### config.mk
export PLATFORM = sky130hd
export DESIGN_NAME = basic_wdog_timer
export DESIGN_NICKNAME = d
export VERILOG_FILES = /design/src/rtl/bwt_pkg.sv /design/src/rtl/bwt_prescale.sv /design/src/rtl/bwt_basic.sv /design/src/rtl/bwt_wdog.sv /design/src/rtl/basic_wdog_timer.sv
export SDC_FILE = /design/constraint.sdc
export NUM_CORES = 1
export LEC_CHECK = 0
export ABC_AREA = 1
export BUFFER_PORTS_ARGS = -buffer_cell sky130_fd_sc_hd__buf_4
export CORE_MARGIN = 3
export CORE_UTILIZATION = 40
export CTS_BUF_LIST = sky130_fd_sc_hd__clkbuf_16
export CTS_CLUSTER_DIAMETER = 120
export DETAILED_ROUTE_END_ITERATION = 8
export HOLD_SLACK_MARGIN = 0.06
export PLACE_DENSITY_LB_ADDON = 0.1
export SLEW_MARGIN = 15
export SYNTH_ARGS = -nofsm -noshare
export SYNTH_HDL_FRONTEND = slang
export SYNTH_SLANG_ARGS = --single-unit
### constraint.sdc
create_clock -name clk -period 1.65 [get_ports clk]
set_input_delay 0.33 -clock clk [delete_from_list [all_inputs] [get_ports clk]]
set_output_delay 0.33 -clock clk [all_outputs]
set_load 0.01 [all_outputs]
### src/rtl/bwt_pkg.sv
package bwt_pkg;

    // Number of selectable tick divisions
    localparam int NUM_DIV = 4;

    typedef enum logic [1:0] {
        DIV_A = 2'd0,
        DIV_B = 2'd1,
        DIV_C = 2'd2,
        DIV_D = 2'd3
    } div_code_e;

endpackage

### src/rtl/bwt_prescale.sv
module bwt_prescale #(
    parameter int SH0   = 4,
    parameter int SH1   = 8,
    parameter int SH2   = 10,
    parameter int SH3   = 12,
    parameter int PRE_W = 12
) (
    input  logic       clk,
    input  logic       rst_n,
    input  logic       restart,
    input  logic [1:0] div_sel,
    output logic       tick
);
    import bwt_pkg::*;

    localparam int SH_TAB [NUM_DIV] = '{SH0, SH1, SH2, SH3};

    typedef struct packed {
        logic [PRE_W-1:0] pre;
    } pre_state_t;

    pre_state_t st_d, st_q;
    logic [PRE_W-1:0] mask [NUM_DIV];

    genvar g;
    generate
        for (g = 0; g < NUM_DIV; g++) begin : g_mask
            assign mask[g] = PRE_W'((64'd1 << SH_TAB[g]) - 64'd1);
        end
    endgenerate

    assign tick = ((st_q.pre & mask[div_sel]) == mask[div_sel]);

    always_comb begin
        st_d = st_q;
        if (restart) begin
            st_d.pre = '0;
        end else begin
            st_d.pre = st_q.pre + 1'b1;
        end
    end

    always_ff @(posedge clk or negedge rst_n) begin
        if (!rst_n) begin
            st_q <= '0;
        end else begin
            st_q <= st_d;
        end
    end


    tick_gap_chk: assert property (@(posedge clk) disable iff (!rst_n)
        tick |=> !tick);

endmodule

### src/rtl/bwt_basic.sv
module bwt_basic #(
    parameter int CNT_W = 8
) (
    input  logic clk,
    input  logic rst_n,
    input  logic tick,
    input  logic clr,
    input  logic wake,
    input  logic irq_ack,
    output logic ovf,
    output logic irq,
    output logic warm_done
);
    typedef struct packed {
        logic [CNT_W-1:0] cnt;
        logic             irq;
        logic             warm;
    } basic_state_t;

    basic_state_t st_d, st_q;

    assign ovf       = tick && (&st_q.cnt) && !clr && !wake;
    assign irq       = st_q.irq;
    assign warm_done = st_q.warm;

    always_comb begin
        st_d = st_q;
        if (clr || wake) begin
            st_d.cnt = '0;
        end else if (tick) begin
            st_d.cnt = st_q.cnt + 1'b1;
        end
        if (ovf) begin
            st_d.irq = 1'b1;
        end else if (irq_ack) begin
            st_d.irq = 1'b0;
        end
        if (wake) begin
            st_d.warm = 1'b0;
        end else if (ovf) begin
            st_d.warm = 1'b1;
        end
    end

    always_ff @(posedge clk or negedge rst_n) begin
        if (!rst_n) begin
            st_q <= '0;
        end else begin
            st_q <= st_d;
        end
    end


    irq_hold_chk: assert property (@(posedge clk) disable iff (!rst_n)
        (st_q.irq && !irq_ack) |=> st_q.irq);


    warm_rise_chk: assert property (@(posedge clk) disable iff (!rst_n)
        $rose(st_q.warm) |-> $past(ovf));


    clear_zero_chk: assert property (@(posedge clk) disable iff (!rst_n)
        clr |=> (st_q.cnt == '0));

endmodule

### src/rtl/bwt_wdog.sv
module bwt_wdog #(
    parameter int WDG_W = 3
) (
    input  logic clk,
    input  logic rst_n,
    input  logic ovf,
    input  logic clr,
    input  logic wdg_en,
    output logic rst_req
);
    typedef struct packed {
        logic [WDG_W-1:0] wd;
        logic             en;
        logic             req;
    } wdog_state_t;

    wdog_state_t st_d, st_q;

    assign rst_req = st_q.req;

    always_comb begin
        st_d     = st_q;
        st_d.req = 1'b0;
        if (clr) begin
            st_d.wd = '0;
            st_d.en = wdg_en;
        end else if (ovf && st_q.en) begin
            st_d.wd  = st_q.wd + 1'b1;
            st_d.req = &st_q.wd;
        end
    end

    always_ff @(posedge clk or negedge rst_n) begin
        if (!rst_n) begin
            st_q    <= '0;
            st_q.en <= 1'b1;
        end else begin
            st_q <= st_d;
        end
    end


    req_pulse_chk: assert property (@(posedge clk) disable iff (!rst_n)
        st_q.req |=> !st_q.req);


    req_cause_chk: assert property (@(posedge clk) disable iff (!rst_n)
        st_q.req |-> $past(ovf && st_q.en));


    wd_hold_chk: assert property (@(posedge clk) disable iff (!rst_n)
        (!st_q.en && !clr) |=> $stable(st_q.wd));

endmodule

### src/rtl/basic_wdog_timer.sv
module basic_wdog_timer #(
    parameter int SH0   = 4,
    parameter int SH1   = 8,
    parameter int SH2   = 10,
    parameter int SH3   = 12,
    parameter int CNT_W = 8,
    parameter int WDG_W = 3
) (
    input  logic       clk,
    input  logic       rst_n,
    input  logic [1:0] div_sel,
    input  logic       clr,
    input  logic       wdg_en,
    input  logic       wake,
    input  logic       irq_ack,
    output logic       irq,
    output logic       warm_done,
    output logic       rst_req
);
    localparam int PRE_W = SH3;

    logic tick;
    logic ovf;
    logic restart;

    assign restart = clr || wake;

    bwt_prescale #(
        .SH0   (SH0),
        .SH1   (SH1),
        .SH2   (SH2),
        .SH3   (SH3),
        .PRE_W (PRE_W)
    ) u_pre (
        .clk     (clk),
        .rst_n   (rst_n),
        .restart (restart),
        .div_sel (div_sel),
        .tick    (tick)
    );

    bwt_basic #(
        .CNT_W (CNT_W)
    ) u_basic (
        .clk       (clk),
        .rst_n     (rst_n),
        .tick      (tick),
        .clr       (clr),
        .wake      (wake),
        .irq_ack   (irq_ack),
        .ovf       (ovf),
        .irq       (irq),
        .warm_done (warm_done)
    );

    bwt_wdog #(
        .WDG_W (WDG_W)
    ) u_wdog (
        .clk     (clk),
        .rst_n   (rst_n),
        .ovf     (ovf),
        .clr     (clr),
        .wdg_en  (wdg_en),
        .rst_req (rst_req)
    );


    reset_quiet_chk: assert property (@(posedge clk)
        !rst_n |=> (!irq && !warm_done && !rst_req));

endmodule

-- Yosys cells after proc, flatten, opt, wreduce, memory -nomap -nowiden
Cells that the tools add are included.
- logic and storage cells: 41
- output and inout bits: 3
- bits in registers: 27
- eq/ne operators: 1
- bitwise operators: 2
- mux-type cells: 14
- reductions and logical operators: 13
- $add $sub $neg: 3
- $lt $le $gt $ge: 1
- operators by type and width (operator ; count):
    12-bit 2-to-1 mux ; 3
    12-bit binary-select mux with 2-bit select ; 1
    8-bit 2-to-1 mux ; 2
    12-bit by 1-bit adder with 12-bit output (second input constant) ; 1
    12-bit AND ; 1
    12-bit == test ; 1
    8-bit by 1-bit adder with 8-bit output (second input constant) ; 1
    8-bit AND reduction ; 1
    2-bit nonzero test ; 4
    1-bit 2-to-1 mux ; 6
    3-bit 2-to-1 mux ; 2
    1-bit logical AND ; 4
    3-bit by 1-bit adder with 3-bit output (second input constant) ; 1
    3-bit >= comparator (second input constant) ; 1
    2-bit inverter with 3-bit output ; 1
    3-bit AND reduction ; 1
    1-bit zero test ; 2
    1-bit logical OR ; 1

-- Depth between registers and ports, before layout
- depth in word-level cells: 12
- gate-level depth with buffers: 10

-- Hierarchy
Synthesis repeated with hierarchy kept, for this count alone.
- cells, all modules: 173
- area, all modules: 1388.8 um2
- by module, submodules not included (module ; instances ; area an instance (um2) ; cells an instance ; seq. area each (um2)):
    bwt_prescale ; 1 ; 641.9 ; 85 ; 300.3
    bwt_basic ; 1 ; 495.5 ; 56 ; 250.2
    bwt_wdog ; 1 ; 240.2 ; 29 ; 126.4
    basic_wdog_timer ; 1 ; 11.3 ; 3 ; 0.0

-- Worst setup path after synthesis
Ideal clock, no wire load.
- kind: register to register
- from: register u_pre.st_q[0] (netlist bit)
- to: register u_basic.st_q[7] (netlist bit)
- period minus slack after synthesis: 1326 ps
- setup slack: 324 ps
- data required time: 1534 ps
- buffers on the path: 0
- stages on the path, launching flop included: 11
- arrival: 1210 ps
- cells stage by stage: dfrtp_1 > ha_1 > nand2_2 > nor2_4 > inv_2 > nor2_2 > nand2_2 > nand2_4 > inv_2 > nand2_1 > nand2_1
- longest elaborated chain between the ends: 3
- ends and longest elaborated chain (what ; RTL line ; source):
    start: declaration ; bwt_prescale.sv:22 ; pre_state_t st_d, st_q;
    start signal: assignment ; bwt_prescale.sv:47 ; st_q <= st_d;
    12-bit AND ; bwt_prescale.sv:32 ; assign tick = ((st_q.pre & mask[div_sel]) == mask[div_sel]);
    12-bit == test ; bwt_prescale.sv:32 ;
    2-bit nonzero test (no source line) ; - ;
    end signal: assignment ; bwt_basic.sv:49 ; st_q <= st_d;
    end: declaration ; bwt_basic.sv:20 ; basic_state_t st_d, st_q;
No other way between the ends.
A chain may end at the register's enable or synchronous reset.

-- Worst setup path in the final report
- from: register u_pre.st_q[0] (netlist bit)
- to: register u_basic.st_q[9] (netlist bit)
The elaborated chain is that of the path after synthesis.

==> results.yml <==
outcome:
  status: "finished clean"
route:
  dr_wl_met2_um: 1270
  top_layer: "met4"
  dr_wl_met3_um: 63
  route.vias.total: 1162
  drtIter0Drc: 49
  drt_wl_total_um: 2680
  drt_first_pass_iters: 5
  vias_per_cell: 4.80
  wl_per_cell_um: 11.1
  drt.antenna.violating_nets: 0
  drc: 0
  met1_length_um: 1310
timing:
  fin_skew_ns: 0.00236
  hold-worst-slack_ns: 0.254
  tightest_slew_ns: 0.345
  relSlewSlack_pct: 77.0
  hold_violations: 0
  drv_slew: 0
  fin_crit_ns: 1.47
  setup_viol: 0
  fin_ws_ns: 0.180
  fmax_mhz: 680
  period_share_pct: 89.1
setup_path:
  crit_cells: 10
  path_buf_inv: 2
  regToRegEndpoint: "u_basic.st_q[9]$_DFFE_PN0P_"
  worst-path-max-fanout: 6
  arrival_ns: 1.62
  critical_path_class: "flip-flop to flip-flop"
  worst_path_max_delay_cell: "dfrtp_1"
  crit_family: "simple AND/OR/NAND/NOR gates"
  reg2reg_setup_slack_ns: 0.18
  cp-end-kind: "flip-flop"
  r2r_cells: 10
  critPathMaxStageDelay_ns: 0.38
  cp.required_ns: 1.80
  cp-start-kind: "flip-flop"
  worstPathCellList: "ha_2, nand2_2, nor2_4, inv_2, nor2_2, nand2_2, nand2_4, inv_2, nand2_1, nand2_1"
  rr_startpoint: "u_pre.st_q[0]$_DFF_PN0_"
cts:
  cts_made_buffers: 3
  cts_tree: "done"
  cts.sinks: 27
  clkLatencyLatePin_ns: 0.26
  cts-root-buf: "clkbuf_16"
  clockBufferDepth: 2
  cts_htree_levels: 1
  clkTransAtPathRegs_ns: 0.06
synth:
  synthTopCellsByCount: "nand2_1, dfrtp_1, inv_1"
  synth_compound_gate_area_share_pct: 6.18
  synthAdderAreaFrac_pct: 3.48
  synth_cell_type_count: 24
  yosys-top-cells-area: "dfrtp_1, nand2_1, inv_1"
  syn_area_per_cell_sq_um: 8.08
  yosys.area_share.simple_pct: 33.1
  yosys.area_share.xor_xnor_pct: 3.05
  yosysTopAreaCellShare_pct: 45.3
  synth-edff-count: 0
  synth_warnings: 0
  syn_area_sq_um: 1440
  synth-seq-cells: 27
  ys.flop_type: "dfrtp_1"
  synth_nets: 190
  synth.largest_area_cell: "dfrtp_1"
  async_flop_share_pct: 100
  synth_top_family_by_area: "simple AND/OR/NAND/NOR gates"
  synthMostInstantiatedCell: "nand2_1"
  ys_seq_area_share_pct: 47.1
  synthCells: 178
  synth_mux_area_share_pct: 0
power_and_ir_drop:
  power_mw: 1.28
  vdd.ir_drop.worst_mv: 0.299
  power_frac_comb_pct: 5.2
  p_leak_nw: 0.832
  internal_power_mw: 1.02
  seq_power_share_pct: 52.6
  switching_share_pct: 20.3
  powerDensity_nw_per_um2: 756
  power.share.clock_pct: 42.2
  power.switching_mw: 0.258
cells_and_area:
  drive_gt1_share_pct: 19.4
  area_growth_pct: 17.4
  diodes: 0
  fin_nets: 209
worst_hold_path:
  hold_class: "input pin to flip-flop"
  holdCritStartpoint: "irq_ack"
  hold_end: "u_basic.irq$_DFFE_PN0P_"
  holdPathStages: 2
place:
  dp_hpwl_um: 2020
  gp_congestion: 0.852
  portBuffers: 10
  pre_cts_ws_ns: 0.167
global_route:
  antenna_found_initial: 0
  grt_overflow: 0
  grt_max_degree: 28
  grt_pass1_wl_um: 4830
  grt_use_total_pct: 14.0
  first_global_vias: 1113
die:
  fp.dieH_um: 66.0
  dieArea_sq_um: 4350
  start_util_pct: 42.4
  io_pins: 11
  rows: 21
  core_sq_um: 3390
  die_w_um: 66.0
run:
  max_cap_viol_count: 0
==> worst max path at each step <==
stage / start / to
after floorplan: u_pre.st_q[0]$_DFF_PN0_ / u_basic.st_q[7]$_DFFE_PN0P_
after global placement: u_pre.st_q[0]$_DFF_PN0_ / u_basic.st_q[7]$_DFFE_PN0P_
after detailed placement: u_pre.st_q[0]$_DFF_PN0_ / u_wdog.rst_req$_DFF_PN0_
after CTS: u_pre.st_q[0]$_DFF_PN0_ / u_wdog.rst_req$_DFF_PN0_
after global routing: u_pre.st_q[0]$_DFF_PN0_ / u_basic.st_q[7]$_DFFE_PN0P_
final: u_pre.st_q[0]$_DFF_PN0_ / u_basic.st_q[9]$_DFFE_PN0P_
==> cells in the final DEF (no fill, tap or decap) <==
| cell | count |
|---|---|
| inv_2 | 2 |
| nand2_1 | 44 |
| nand2_2 | 5 |
| nand4_1 | 6 |
| xor2_1 | 3 |
| nor2_1 | 18 |
| nor2_2 | 2 |
| o21ai_2 | 1 |
| inv_1 | 23 |
| clkbuf_16 | 3 |
| dfrtp_1 | 26 |
| nor3_1 | 3 |
| buf_4 | 14 |
| clkinv_2 | 1 |
| dfstp_2 | 1 |
| clkinv_1 | 1 |
| and3_2 | 1 |
| and3_1 | 1 |
| nor2_4 | 5 |
| ha_1 | 3 |
| xnor2_1 | 2 |
| ha_2 | 1 |
| nand2_4 | 1 |
| a21oi_1 | 9 |
| nand3_1 | 11 |
| nor3_2 | 1 |
| dlygate4sd3_1 | 1 |
| o21ai_0 | 7 |
==> what timing repair did <==
| item | 4_1_cts | 5_1_grt |
|---|---|---|
| gates resized for setup | 0 | 1 |
| setup buffers | 0 | 2 |
| hold buffers | 1 | 0 |
| hold endpoints to repair | 26 | 0 |
| setup endpoints to repair | 0 | 4 |
==> logic make-up after synthesis <==
family / Yosys count
xor gates and xnor gates: 5
AOI/OAI and AO/OA: 17
DFF: 27
buffers and inverters: 27
adders and majority gates: 4
and+or+nand+nor: 98
==> final cells by class <==
cell class / instances / area (sq um)
well taps: 46 / 57.6
multi-input cells: 124 / 661
fillers: 341 / 1700
inverters: 26 / 97.6
repair buffers: 15 / 115
clock buffers: 3 / 75.1
clock inverters: 1 / 5.00
flip-flops and latches: 27 / 677
==> registers in the layout (all words and copies together), names as in the netlist <==
signal	count
u_pre.st_q	12
u_wdog.rst_req	1
u_basic.st_q	8
u_basic.warm_done	1
u_basic.irq	1
u_wdog.st_q	4
==> power by group through the flow <==
| stage | registers (mW) | logic (mW) | clock network [mW] |
|---|---|---|---|
| finish | 0.671 | 0.0661 | 0.538 |
| global route | 0.671 | 0.0767 | 0.580 |
| CTS | 0.670 | 0.0679 | 0.564 |
| detailed placement | 0.683 | 0.0656 | 0 |
| global placement | 0.683 | 0.0646 | 0 |
| floorplan | 0.683 | 0.0284 | 0 |
==> metal layers <==
| layer | track usage (%) | up-vias |
|---|---|---|
| li1 | - | 596 |
| met1 | 19.5 | 538 |
| met2 | 23.2 | 20 |
| met3 | 1.53 | 8 |
| met4 | 3.81 | 0 |
| met5 | 0 | - |
==> through the flow <==
stage,area (sq um),utilization (%),cells,TNS [ns]
finish,1690,49.8,242,0
global route,1690,49.8,242,-0.00593
CTS,1670,49.3,240,0
detailed placement,1580,46.6,235,0
global placement,1580,46.6,235,0
floorplan,1440,-,178,0
No activity file was read; power rests on OpenSTA's default activity.
